[src/rtl/irqsel_pkg.sv]
package irqsel_pkg;

    // Number of arbitrated sources and their cause codes in rank order.
    localparam int unsigned N_SRC = 7;

    localparam int unsigned SRC_BIT [N_SRC] = '{11, 3, 7, 9, 1, 5, 13};

    // 1 where the delegation mask can send the source to supervisor mode.
    localparam bit SRC_DELEGABLE [N_SRC] = '{1'b0, 1'b0, 1'b0, 1'b1, 1'b1, 1'b1, 1'b1};

    // Output-register state doubles as the destination-mode encoding.
    typedef enum logic [1:0] {
        DST_NONE = 2'b00,
        DST_S    = 2'b01,
        DST_M    = 2'b11
    } dest_e;

endpackage

[src/rtl/irqsel_route.sv]
module irqsel_route
    import irqsel_pkg::*;
#(
    parameter int unsigned        IRQ_W     = 16,
    parameter logic [IRQ_W-1:0]   IMPL_MASK = 16'h2AAA
) (
    input  logic [IRQ_W-1:0]  irq_pend,
    input  logic [IRQ_W-1:0]  irq_en,
    input  logic [IRQ_W-1:0]  irq_deleg,
    input  logic              m_en,
    input  logic              s_en,
    output logic [N_SRC-1:0]  m_req,
    output logic [N_SRC-1:0]  s_req
);

    // Each source lands in exactly one destination's request vector.
    for (genvar g = 0; g < N_SRC; g++) begin : g_src
        localparam int unsigned B = SRC_BIT[g];
        logic active;
        logic to_s;

        assign active = irq_pend[B] & irq_en[B] & IMPL_MASK[B];

        if (SRC_DELEGABLE[g]) begin : g_deleg
            assign to_s = irq_deleg[B];
        end else begin : g_fixed
            assign to_s = 1'b0;
        end

        assign m_req[g] = active & ~to_s & m_en;
        assign s_req[g] = active &  to_s & s_en;
    end

    // Bit positions that carry no source are consumed here on purpose.
    logic unused_vec_bits;
    assign unused_vec_bits = ^{irq_pend, irq_en, irq_deleg};

endmodule

[src/rtl/irqsel_pick.sv]
module irqsel_pick #(
    parameter int unsigned N = 7
) (
    input  logic [N-1:0] req,
    output logic [N-1:0] grant,
    output logic         hit
);

    // Index 0 has the highest rank.
    always_comb begin
        grant = '0;
        for (int i = N - 1; i >= 0; i--) begin
            if (req[i]) begin
                grant    = '0;
                grant[i] = 1'b1;
            end
        end
    end

    assign hit = |req;

endmodule

[src/rtl/irq_prio_sel.sv]
module irq_prio_sel
    import irqsel_pkg::*;
#(
    parameter int unsigned        IRQ_W     = 16,
    parameter logic [IRQ_W-1:0]   IMPL_MASK = 16'h2AAA,
    localparam int unsigned       CAUSE_W   = $clog2(IRQ_W)
) (
    input  logic                clk,
    input  logic                rst_n,
    input  logic [IRQ_W-1:0]    irq_pend,
    input  logic [IRQ_W-1:0]    irq_en,
    input  logic [IRQ_W-1:0]    irq_deleg,
    input  logic                m_en,
    input  logic                s_en,
    output logic                take_vld,
    output logic [CAUSE_W-1:0]  take_cause,
    output logic [1:0]          take_mode
);

    logic [N_SRC-1:0] m_req, s_req;
    logic [N_SRC-1:0] m_grant, s_grant;
    logic             m_hit, s_hit;

    irqsel_route #(
        .IRQ_W     (IRQ_W),
        .IMPL_MASK (IMPL_MASK)
    ) u_route (
        .irq_pend  (irq_pend),
        .irq_en    (irq_en),
        .irq_deleg (irq_deleg),
        .m_en      (m_en),
        .s_en      (s_en),
        .m_req     (m_req),
        .s_req     (s_req)
    );

    irqsel_pick #(.N(N_SRC)) u_pick_m (
        .req   (m_req),
        .grant (m_grant),
        .hit   (m_hit)
    );

    irqsel_pick #(.N(N_SRC)) u_pick_s (
        .req   (s_req),
        .grant (s_grant),
        .hit   (s_hit)
    );

    dest_e               state_q, state_d;
    logic [CAUSE_W-1:0]  cause_q, cause_d;

    // Next-state: GO_M, GO_S or GO_IDLE from any state.
    always_comb begin
        state_d = DST_NONE;
        unique casez ({m_hit, s_hit})
            2'b1?:   state_d = DST_M;
            2'b01:   state_d = DST_S;
            2'b00:   state_d = DST_NONE;
            default: state_d = DST_NONE;
        endcase
    end

    // Cause of the winner in the chosen destination.
    always_comb begin
        cause_d = '0;
        for (int g = 0; g < N_SRC; g++) begin
            if (state_d == DST_M && m_grant[g]) cause_d = CAUSE_W'(SRC_BIT[g]);
            if (state_d == DST_S && s_grant[g]) cause_d = CAUSE_W'(SRC_BIT[g]);
        end
    end

    always_ff @(posedge clk) begin
        if (!rst_n) begin
            state_q <= DST_NONE;
            cause_q <= '0;
        end else begin
            state_q <= state_d;
            cause_q <= cause_d;
        end
    end

    always_comb begin
        take_vld   = (state_q != DST_NONE);
        take_mode  = state_q;
        take_cause = cause_q;
    end

    AST_IDLE_CLEAN: assert property (@(posedge clk) disable iff (!rst_n)
        !take_vld |-> (take_cause == '0 && take_mode == 2'b00));

    AST_NO_REQ_IDLE: assert property (@(posedge clk) disable iff (!rst_n)
        ((irq_pend & irq_en & IMPL_MASK) == '0) |=> !take_vld);

    AST_M_OVER_S: assert property (@(posedge clk) disable iff (!rst_n)
        m_hit |=> (take_mode == 2'b11));

    AST_S_ONLY: assert property (@(posedge clk) disable iff (!rst_n)
        (!m_hit && s_hit) |=> (take_mode == 2'b01));

    AST_FIXED_M_SRC: assert property (@(posedge clk) disable iff (!rst_n)
        (take_vld && (take_cause == 4'd11 || take_cause == 4'd3 || take_cause == 4'd7))
            |-> take_mode == 2'b11);

    AST_GRANT_ONEHOT: assert property (@(posedge clk) disable iff (!rst_n)
        $onehot0(m_grant) && $onehot0(s_grant));

    AST_LCOFI_TO_M: assert property (@(posedge clk) disable iff (!rst_n)
        (irq_pend[13] && irq_en[13] && IMPL_MASK[13] && !irq_deleg[13] && m_en)
            |=> (take_vld && take_mode == 2'b11));

endmodule

[config.mk]
export PLATFORM = sky130hd
export DESIGN_NAME = irq_prio_sel
export DESIGN_NICKNAME = d
export VERILOG_FILES = /design/src/rtl/irqsel_pkg.sv /design/src/rtl/irqsel_route.sv /design/src/rtl/irqsel_pick.sv /design/src/rtl/irq_prio_sel.sv
export SDC_FILE = /design/constraint.sdc
export NUM_CORES = 1
export LEC_CHECK = 0
export BUFFER_PORTS_ARGS = -buffer_cell sky130_fd_sc_hd__buf_2
export CORE_MARGIN = 3
export CORE_UTILIZATION = 25
export CTS_CLUSTER_DIAMETER = 60
export DETAILED_ROUTE_END_ITERATION = 16
export PLACE_DENSITY = 0.75
export SYNTH_ARGS = -nofsm -noshare
export SYNTH_HDL_FRONTEND = slang
export SYNTH_SLANG_ARGS = --single-unit
export TNS_END_PERCENT = 30
[constraint.sdc]
create_clock -name clk -period 1.2 [get_ports clk]
set_input_delay 0.06 -clock clk [delete_from_list [all_inputs] [get_ports clk]]
set_output_delay 0.06 -clock clk [all_outputs]
set_load 0.05 [all_outputs]
# After elaboration in Yosys (flattened, before gate mapping)
# Index checks and enable logic that the tools add are counted.
dict set report op_classes {
  eq_ne 3
  muxes 26
  bitwise_logic 31
  reduce_logical 19
}
# operator count
set op_table {}
lappend op_table {{two-way mux 7 bit} 11}
lappend op_table {{two-way mux 4 bit} 14}
lappend op_table {{bitwise AND 1 bit} 26}
lappend op_table {{logical AND 1 bit} 14}
lappend op_table {{OR reduction 9 bit} 1}
lappend op_table {{OR reduction 7 bit} 1}
lappend op_table {{one-hot mux 2 bit (3 select lines)} 1}
lappend op_table {{NOT 1 bit} 5}
lappend op_table {{equality test 2 x 1 -> 1 bit, second input constant} 2}
lappend op_table {{OR reduction 4 bit} 1}
lappend op_table {{equality test 2 bit, second input constant} 1}
lappend op_table {{zero test 2 bit} 1}
lappend op_table {{nonzero test 2 bit} 1}
dict set report totals {
  ff_bits 6
}

# Depth between registers and ports, before layout
# Gate-level depths: netlist (run 1).
dict set report depth {
  depth_word 25
  ltp_mapped 4
  mapped_depth_nobuf 4
}

# Hierarchy
# A second synthesis (run 1) with hierarchy kept.
dict set report hier_totals {
  hier_cells 71
  area_unflattened_um2 585.6
}
# mod n_inst cells_per_inst area_per_inst_um2 seq_area_each_um2
set modules_own_cells {}
lappend modules_own_cells {irq_prio_sel 1 36 311.5 120.1}
lappend modules_own_cells {irqsel_pick 2 10 75.1 0.0}
lappend modules_own_cells {irqsel_route 1 15 123.9 0.0}

# Least setup slack after synthesis (run 1)
# No wires, ideal clock.
dict set report synth_timing {
  kind {register to output}
  start {register state_q[1] (netlist: take_mode[1])}
  end {output port take_vld}
  arrival_ns 0.964
  t_required_ns 1.140
  setup_slack_ns 0.176
  path_stages_with_launch 2
  path_buffers 0
  cell_sequence {dfxtp_1 > or2_2}
}
dict set report synth_via {
  elab_chain_len 1
}
# element line_no
set synth_lines {}
lappend synth_lines {{from (decl)} irq_prio_sel.sv:49} ;# dest_e state_q, state_d;
lappend synth_lines {{from (signal assigned)} irq_prio_sel.sv:77} ;# state_q <= state_d;
lappend synth_lines {{nonzero test 2 bit} irq_prio_sel.sv:83} ;# take_vld = (state_q != DST_NONE);
lappend synth_lines {{to (decl)} irq_prio_sel.sv:15} ;# output logic take_vld,
# No other way between the ends.

# Final worst setup path (run 1)
# Same ends and word-level chain as after synthesis.

==> impl.org, run 1 <==
** Placed design
- The congestion estimate from routability-driven global placement came to 0.679.
- Buffers placed on the I/O ports in this run total 28.
- Detailed placement ended at an HPWL of 788 um.
- Minimum setup slack after placement :: 0.112 ns

** STA
- Setup_tns :: 0 ns
- Worst Hold Margin :: 0.112 ns
- In the finished design, the share of the clock period the worst path needs comes to 89.7%.
- Final Hold Vio Count :: 0
- At the pin with the least slew margin, the transition time is 0.296 ns.
- The total count of max-transition violations in the final report came to 0.
- Based on the critical path, the design can be clocked at up to 929 MHz.
- After layout, the minimum clock period comes to 1.08 ns.
- RSZ-0062 raised after global routing :: no
- Measured against its own limit, the worst slew margin works out to 80.2%.
- Setup violations remaining at the end of the flow were counted as 0.
- Setup slack closes at 0.123 ns.

** Setup path
- The worst setup path is launched from a flip-flop.
- Series of cell instances along the critical path :: or2_2 -> buf_2
- Kind of cell with the highest combined delay on the critical path :: flip-flops
- Largest stage delay, worst path :: 0.30 ns
- The critical path is of the reg -> out type.
- At the worst endpoint, the arrival time is 1.02 ns.
- Data required time at the worst endpoint :: 1.14 ns
- CP max-delay cell :: sky130_fd_sc_hd__dfxtp_1
- Together, buffers and inverters on the worst path number 1.
- CP max FO :: 2
- Kind of end point of the critical path :: primary output

** Global route
- First-pass GRT wire length :: 1440 um
- Across every metal layer, demand over resource in global routing totals 10.2%.
- Initial antenna violation count :: 0
- The number of global-route vias before repair came to 383.
- Largest net degree at the start of global routing :: 6
- After global routing the overflow that remains totals 0.

** Clocking
- The longest clock path from root to sink contains 2 buffers.
- Hold buffer count at cts :: 0
- Clock edge transition at the registers on the reported setup and hold paths :: 0.04 ns
- Count of H-tree levels built during CTS :: 1
- Clock tree synthesis found a total of 6 sinks.
- The tree is rooted in a sky130_fd_sc_hd__clkbuf_4.
- TritonCTS created 3 clock buffers.
- TritonCTS built the clock tree.
- Buffers added to address setup during post-CTS repair amount to 0.
- Post-cts sizing count :: 0

** Synthesis
- Synth Register Bits :: 6
- Seq/Total Area, Yosys :: 35.2%
- Yosys attributes the largest share of cell area to sky130_fd_sc_hd__dfxtp_1 (35%), sky130_fd_sc_hd__nand2_1 (6.6%), sky130_fd_sc_hd__nand4_1 (5.5%), sky130_fd_sc_hd__o221ai_2 (4.4%), sky130_fd_sc_hd__a31oi_1 (3.7%).
- Synth cell types :: 24
- Number of warning messages in the yosys log :: 0
- Synthesized netlist net count :: 93
- Post-synthesis average cell area :: 8.33 um2
- Cell type with the highest aggregate area in the netlist :: sky130_fd_sc_hd__dfxtp_1
- The mapped netlist covers 342 um2.
- Cell count after synthesis :: 41
- In this run the biggest area consumer among cell types represents 35.2% of the synthesized area.

** Min path
- Hold worst-path end :: take_cause[2]
- In this run the most critical hold path is launched from rst_n.
- Hold WC Path Type :: in -> reg
- The worst hold path passes through 2 cells.

** Die
- For this configuration, the core starts out at a cell density of 28.8%.
- The die is 43.0 um tall.
- The die covers 0.00185 mm2.
- Die Width :: 43.0 um
- Top-Level Pins :: 59
- The region available for standard cell placement spans 0.00119 mm2.
- Placement Rows :: 12

** Power
- Total chip power :: 596 uW
- Leak pwr :: 0.283 nW
- For this design the ratio of total power to cell area is 1110 mW/mm2.
- IR Drop Worst-Case VDD :: 0.238 mV

** Run
- The tool flagged a number of max-cap violations equal to 0.

** Cells and area
- Cells with a size suffix above 1 make up 50.0% of the layout.
- Compared with the post-synthesis result, the final layout area differs by 57.1%.
- Nets@finish :: 128
- The repair_antennas step left the layout with diodes totalling 0.
- Post-layout util :: 45.3%

** Routing
- The first TritonRoute pass finished after 4 iterations.
- Wires add up to 905 um.
- Mean routed wirelength per cell :: 10.3 um
- Detailed-route DRC error count :: 0
- The routed layout has 427 vias.
- After the first detailed-routing iteration, the DRC count stood at 8.
- Dividing the detail-routed via count by the number of cells gives 4.85.
- Once detail routing completed, the nets flagged for antenna violations numbered 0.

** Status
- Run status :: complete, no violations
[through the flow]
step           cells  cell area (um2)
2_1_floorplan     41              342
3_3_place_gp      85              514
3_5_place_dp      85              514
4_1_cts           88              537
5_1_grt           88              537
6_report          88              537
[final cells by class]
class,count,area (um2)
fill,119,649
multi-input combinational,33,214
timing repair buffer,30,155
sequential,6,120
clock buffer,3,22.5
tap,14,17.5
inverter,2,7.51
[registers in the layout, indices dropped and copies added (netlist names)]
signal / count
take_mode: 2
take_cause: 4
[metal layers]
metal / GRT usage [%] / vias to the layer above / part of all wire (%)
li1: - / 230 / -
met1: 12.3 / 175 / 46
met2: 15.6 / 22 / 42
met3: 2.54 / 0 / 11
met4: 7.23 / 0 / 0
met5: 0 / - / 0
[layout by cell type (no fill, tap or decap), types with 3 or more instances in the layout]
cell / synthesis / layout
sky130_fd_sc_hd__buf_2: 0 / 28
sky130_fd_sc_hd__clkbuf_4: 0 / 3
sky130_fd_sc_hd__dfxtp_1: 6 / 6
sky130_fd_sc_hd__nand2_1: 6 / 6
sky130_fd_sc_hd__nand4_1: 3 / 3
[power breakdown]
part / switching (mW) / leakage (nW) / internal (mW) / total, mW
Combinational: 0.128 / 0.220 / 0.0716 / 0.200
Sequential: 0.00353 / 0.0497 / 0.215 / 0.219
Clock: 0.0641 / 0.0138 / 0.113 / 0.177
Total: 0.196 / 0.283 / 0.400 / 0.596
[kinds of logic after synthesis]
family	count (synthesis)	synth area share, %
buffers and inverters	2	2.20
AOI/OAI and AO/OA	14	31.9
DFF	6	35.2
and+or+nand+nor	19	30.8
[synth_stat cells, drive strengths merged]
master,instances
a211oi,1
a21oi,2
a222oi,1
a22o,1
a31o,1
a31oi,2
a41o,1
a41oi,1
and3,1
and4b,1
dfxtp,6
inv,2
nand2,7
nand3,2
nand4,3
nand4b,1
nor2,1
nor2b,1
o21a,1
o21ai,2
o221ai,1
or2,1
or3,1
[how the worst max path moves through the flow]
stage	from	endpoint	slack, ns	depth (start not counted)
after floorplan	take_mode[1]	take_vld	0.18	1
after global placement	irq_pend[11]	take_cause[3]	0.12	6
after detailed placement	irq_pend[11]	take_cause[3]	0.11	6
after CTS	take_mode[1]	take_vld	0.11	2
after global routing	take_mode[1]	take_vld	0.09	2
final	take_mode[1]	take_vld	0.12	2
No activity file was read; power rests on OpenSTA's default activity.
==> run 2, diff against run 1 <==
- BUFFER_PORTS_ARGS: -buffer_cell sky130_fd_sc_hd__buf_2 -> unset
- CORE_AREA: unset -> 3 3 40 42
- CORE_MARGIN: 3 -> unset
- CORE_UTILIZATION: 25 -> unset
- DIE_AREA: unset -> 0 0 43 45
- DONT_BUFFER_PORTS: unset -> 1
- PLACE_DENSITY: 0.75 -> unset
==> run 2 against run 1 <==
Setup slack gained 0.060 ns. Critical path depth shrank 1. Sequential share of layout area grew 6.4 points. Global-route usage grew 0.19 points. Total power shrank 8.9%. Maximum frequency grew 5.9%. Worst hold slack lost 0.092 ns. Via count shrank 17%. Combinational power shrank 45%. Non-clock buffer count shrank 26. Wire length shrank 3.3%. Highest routed layer unchanged.
==> impl.org, run 2 (same netlist as run 1, synthesis figures left out) <==
** STA
- Minimum clock period after layout :: 1.02 ns (was 1.08 ns)
- Setup_tns :: 0 ns (unchanged)
- The highest clock rate was 983 MHz (was 929 MHz).
- RSZ-0062 raised after global routing: no (unchanged).
- The total count of max-transition violations in the final report came to 0 (unchanged).
- The final number of setup-violating endpoints came to 0 (unchanged).
- The slew of the pin with the lowest slew margin was 0.479 ns (was 0.296 ns).
- Final Hold Vio Count :: 0 (unchanged)
- The share of the clock period used by the worst path after layout is 84.7% (was 89.7%).
- The worst slew margin relative to its limit was 68.0% (was 80.2%).
- Worst Hold Margin :: 0.0201 ns (was 0.112 ns)

** Global route
- The sum of overflow across all layers after global routing is 0 (unchanged).
- Initial antenna violation count :: 0 (unchanged)
- The wire length of the first global-routing pass came to 1430 um (was 1440 um).
- The total track usage is 10.4% (was 10.2%).
- The largest net degree at the start of global routing came to 6 (unchanged).
- The number of global-route vias before repair was 349 (was 383).

** Die
- Initial Util :: 26.6% (was 28.8%)
- The number of placement rows was 13 (was 12).
- Placeable core region :: 0.00128 mm2 (was 0.00119 mm2)
- The number of top-level design ports is 59 (unchanged).
- Die area :: 0.00194 mm2 (was 0.00185 mm2)
- The floorplan die width was 43 um (was 43.0 um).
- Height of the die :: 45 um (was 43.0 um)

** Clocking
- The clock root buffer master was sky130_fd_sc_hd__clkbuf_4 (unchanged).
- Buffer count from post-CTS setup fixing :: 0 (unchanged)
- Clock edge transition at the registers on the reported setup and hold paths :: 0.04 ns (about the same)
- Number of buffers created by CTS :: 3 (unchanged)
- Post-cts sizing count :: 0 (unchanged)
- Hold buffer count at cts :: 2 (was 0)
- The buffer depth of the longest clock path came to 2 (unchanged).
- Count of H-tree levels built during CTS :: 1 (unchanged)
- The CTS tree was done (unchanged).
- Clk sink count :: 6 (unchanged)

** Placed design
- Area after detailed placement :: 375 um2 (was 514 um2)
- The final HPWL from detailed placement came to 706 um (was 788 um).
- The number of buffer cells added on primary ports was 0 (was 28).
- The routability congestion estimate is 0.728 (was 0.679).

** Cells and area
- The number of filler cells placed in the layout came to 139 (was 119).
- Antenna Cells :: 0 (unchanged)
- Number of flip-flops under the largest register name :: 4 (unchanged)
- The fraction of final layout cells with drive strength greater than 1 came to 18.8% (was 50.0%).
- Final instance area :: 418 um2 (was 537 um2)
- The area growth from synthesis to layout came to 22.3% (was 57.1%).
- Top library cells by usage in the layout, fill and taps aside: sky130_fd_sc_hd__nand2_1 (6), sky130_fd_sc_hd__dfxtp_1 (6), sky130_fd_sc_hd__nand4_1 (3), sky130_fd_sc_hd__clkbuf_4 (3) (was sky130_fd_sc_hd__buf_2 (28), sky130_fd_sc_hd__nand2_1 (6), sky130_fd_sc_hd__dfxtp_1 (6)).
- Sequential cell area :: 120 um2 (unchanged)
- Post-layout util :: 32.5% (was 45.3%)
- Nets@finish :: 102 (was 128)
- Area used by multi-input combinational logic :: 214 um2 (unchanged)

** Setup path
- Data required time at the worst endpoint :: 1.14 ns (about the same)
- CP max FO :: 2 (unchanged)
- The maximum single-stage delay on the critical path is 0.42 ns (was 0.30 ns).
- Crit path arrival time :: 0.96 ns (was 1.02 ns)
- The cell family with the largest share of critical-path delay is simple AND/OR/NAND/NOR gates (was flip-flops).
- Setup Crit Path Kind :: reg -> out (unchanged)
- CP max-delay cell :: sky130_fd_sc_hd__or2_2 (was sky130_fd_sc_hd__dfxtp_1)
- Kind of start point of the critical path :: flip-flop (unchanged)
- Series of cell instances along the critical path: or2_2 (was or2_2 -> buf_2).
- The sum of buffers and inverters on the critical path was 0 (was 1).
- Kind of end point of the critical path :: primary output (unchanged)

** Routing
- Drt first-iter violations :: 9 (was 8)
- Number of vias in the routed layout :: 353 (was 427)
- The length of the first detailed-routing pass in iterations was 4 (unchanged).
- The aggregate routed wire length is 875 um (was 905 um).
- Detailed-route DRC error count :: 0 (unchanged)
- Per-cell via count in the routed design :: 5.60 (was 4.85)
- Final antenna-violating net count :: 0 (unchanged)
- Mean routed wirelength per cell :: 13.9 um (was 10.3 um)

** Power
- The reported leakage power came to 0.176 nW (was 0.283 nW).
- IR Drop Worst-Case VDD :: 0.228 mV (was 0.238 mV)
- Total chip power :: 543 uW (was 596 uW)
- P per Cell Area :: 1300 mW/mm2 (was 1110 mW/mm2)

** Min path
- The classification of the worst-slack hold path is in -> reg (unchanged).

** Run
- The count of maximum capacitance violations was 0 (unchanged).

** Status
- Run status :: complete, no violations (unchanged)
==> run 2: path summary, 6_finish.rpt <==
kind,startpoint,cells past startpoint,end,slack (ns)
worst min-delay path,m_en,2,take_mode[1],0.02
worst max-delay path,take_mode[1],1,take_vld,0.18
==> run 2: layout make-up <==
class,instances,area share (%)
clock buffers,3,5.39
repair buffers,4,8.38
inverters,2,1.80
flip-flops and latches,6,28.7
well taps,15,4.49
multi-input cells,33,51.2
==> run 2: routing by layer <==
layer	track usage, %	share of wire [%]	vias up
met2	14.4	45	22
li1	-	-	180
met3	4.38	12	0
met1	12.3	43	151
met4	9.04	0	0
met5	0	0	-
==> run 2: per-stage QoR <==
stage | cells | setup slack [ns]
finish | 63 | 0.183
global route | 63 | 0.148
CTS | 63 | 0.168
detailed placement | 58 | 0.127
global placement | 58 | 0.116
floorplan | 41 | 0.176
==> run 2: report_power, final <==
group | internal, mW | switching [mW] | leakage, nW
sequential | 0.216 | 0.0380 | 0.0497
combinational | 0.0415 | 0.0695 | 0.112
clock | 0.113 | 0.0654 | 0.0138
==> run 3, diff against run 2 <==
- clock period: 1.2 -> 1.03 ns (I/O delays scaled with it)
==> run 3 against run 2 <==
Design area up 5.4%. Clock power up 19%. Largest power group unchanged. Core utilization up 1.8 points. Critical endpoint unchanged.
==> impl.org, run 3 (same netlist as run 1, synthesis figures left out) <==
** Die
- The height of the die was 45 um (unchanged).
- Die Width :: 43 um (unchanged)
- Placeable core region :: 0.00128 mm2 (unchanged)
- Top-Level Pins :: 59 (unchanged)
- The number of placement rows is 13 (unchanged).
- Initial Util :: 26.6% (unchanged)
- Die area :: 0.00194 mm2 (unchanged)

** Placed design
- The number of cells after detailed placement is 60 (was 58).
- The routability congestion estimate came to 0.735 (was 0.728).
- The final HPWL from detailed placement came to 702 um (was 706 um).
- The number of buffer cells added on primary ports is 0 (unchanged).
- Area after detailed placement :: 390 um2 (was 375 um2)
- The worst slack at placement was 0.0473 ns (was 0.127 ns).

** Global route
- The number of global-route vias before repair was 321 (was 349).
- Overall Global Routing Usage :: 9.50% (was 10.4%)
- The largest net degree at the start of global routing was 6 (unchanged).
- First-pass GRT wire length :: 1330 um (was 1430 um)
- Initial antenna violation count :: 0 (unchanged)
- Congestion Overflow GR :: 0 (unchanged)

** Min path
- Hold WC Path Type :: in -> reg (unchanged)
- The source of the worst hold timing path was irq_en[3] (was m_en).
- Hold Path Cell Cnt :: 2 (unchanged)
- Hold worst-path end :: take_cause[2] (was take_mode[1])

** Cells and area
- Top library cells by usage in the layout, fill and taps aside :: sky130_fd_sc_hd__nand2_1 (6), sky130_fd_sc_hd__dfxtp_1 (6), sky130_fd_sc_hd__buf_4 (4) (was sky130_fd_sc_hd__nand2_1 (6), sky130_fd_sc_hd__dfxtp_1 (6), sky130_fd_sc_hd__nand4_1 (3), sky130_fd_sc_hd__clkbuf_4 (3))
- Area added between synthesis and finish :: 28.9% (was 22.3%)
- Antenna Cells :: 0 (unchanged)
- Post-layout util :: 34.3% (was 32.5%)
- Ratio of cells with drive above 1 in the final layout :: 24.0% (was 18.8%)
- Final instance area :: 440 um2 (was 418 um2)
- The number of filler cells placed in the layout is 136 (was 139).
- The final cell count without fillers was 65 (was 63).
- The net total in the final layout came to 104 (was 102).
- Number of flip-flops under the largest register name :: 4 (unchanged)

** Setup path
- Kind of start point of the critical path :: flip-flop (unchanged)
- The launching element of the worst setup path is take_mode[1] (unchanged).
- The maximum single-stage delay on the critical path was 0.32 ns (was 0.42 ns).
- Series of cell instances along the critical path :: or2_4 (was or2_2)
- CP max FO :: 2 (unchanged)
- Data required time at the worst endpoint :: 0.98 ns (was 1.14 ns)
- Crit path arrival time :: 0.86 ns (was 0.96 ns)
- The cell family with the largest share of critical-path delay is simple AND/OR/NAND/NOR gates (unchanged).
- The slowest stage cell on the critical path was sky130_fd_sc_hd__or2_4 (was sky130_fd_sc_hd__or2_2).
- Buffers & Inverters on Critical Path :: 0 (unchanged)
- Stages on worst setup path :: 1 (unchanged)
- Setup Crit Path Kind :: reg -> out (unchanged)
- Kind of end point of the critical path :: primary output (unchanged)

** Routing
- The number of vias after detailed routing is 361 (was 353).
- The aggregate routed wire length came to 865 um (was 875 um).
- The detail-routed via count per cell came to 5.55 (was 5.60).
- Final antenna-violating net count :: 0 (unchanged)
- Detailed-route DRC error count :: 0 (unchanged)
- The number of violations reported at the end of detailed-routing iteration 0 is 4 (was 9).
- The routed wirelength normalized by instance count is 13.3 um (was 13.9 um).
- Drt pass-1 iters :: 6 (was 4)

** Clocking
- Clk sink count :: 6 (unchanged)
- CTS Buffer Depth :: 2 (unchanged)
- CTS tree :: done (unchanged)
- The post-CTS repair timing setup buffer count was 0 (unchanged).
- The clock root buffer master is sky130_fd_sc_hd__clkbuf_4 (unchanged).
- The clock-pin slew reported for the worst setup and hold paths after clock tree synthesis came to 0.05 ns (was 0.04 ns).
- Count of H-tree levels built during CTS :: 1 (unchanged)
- Number of buffers created by CTS :: 3 (unchanged)

** STA
- The final number of setup-violating endpoints is 0 (unchanged).
- The worst path setup slack after routing was 0.115 ns (was 0.183 ns).
- Slew @ Worst Pin :: 0.478 ns (was 0.479 ns)
- Timing would allow up to 1090 MHz.
- The smallest clock period supported by the final layout is computed as 0.915 ns.
- RSZ-0062 raised after global routing :: no (unchanged)
- The worst slew margin relative to its limit was 68.1% (was 68.0%).
- The count of endpoints failing hold in the final timing report was 0 (unchanged).
- Setup_tns :: 0 ns (unchanged)
- The final critical path takes up 88.9% of the cycle.
- Max Transition Viols Final :: 0 (unchanged)

** Status
- Run status: complete, no violations (unchanged).

** Power
- The total power density per cell area is 1470 mW/mm2 (was 1300 mW/mm2).
- IR Drop Worst-Case VDD :: 0.289 mV (was 0.228 mV)
- Leak pwr :: 0.186 nW (was 0.176 nW)

** Run
- The count of maximum capacitance violations was 0 (unchanged).
-- run 3: changes by cell type in the layout (fill, tap and decap cells not counted), sizes merged --
cell,previous run,this run
buf,2,4
-- run 3: area by class of cell --
class | instances | area [um2] | area share, %
timing repair buffer | 6 | 50.0 | 11.4
sequential | 6 | 120 | 27.3
inverter | 2 | 7.51 | 1.70
clock buffer | 3 | 22.5 | 5.11
multi-input combinational | 33 | 221 | 50.3
tap | 15 | 18.8 | 4.26
-- run 3: how the worst max path moves through the flow --
stage / end
floorplan: take_vld
global placement: take_cause[3]
detailed placement: take_cause[3]
CTS: take_vld
global route: take_cause[2]
finish: take_vld
-- run 3: where the power goes --
group          switching (mW)  total, mW  internal, mW
clock                  0.0800      0.211         0.131
sequential             0.0447      0.296         0.251
combinational          0.0837      0.142        0.0581
-- run 3: metrics by stage --
step	power, mW	hold WS, ns
6_report	0.649	0.103
5_1_grt	0.680	0.111
4_1_cts	0.657	0.102
3_5_place_dp	0.428	0.206
3_3_place_gp	0.428	0.209
2_1_floorplan	0.399	0.197
-- run 3: what timing repair did --
action                     in CTS  in global routing
setup endpoints to repair       0                  2
resized for setup               0                  2
hold endpoints to repair        6                  0
hold buffers                    2                  0
-- run 3: metal layers --
metal	global-route usage [%]	vias to the layer above	wire length, um
met4	9.04	0	0
met1	11.8	157	371
li1	-	182	-
met2	12.3	22	388
met5	0	-	0
met3	3.59	0	105
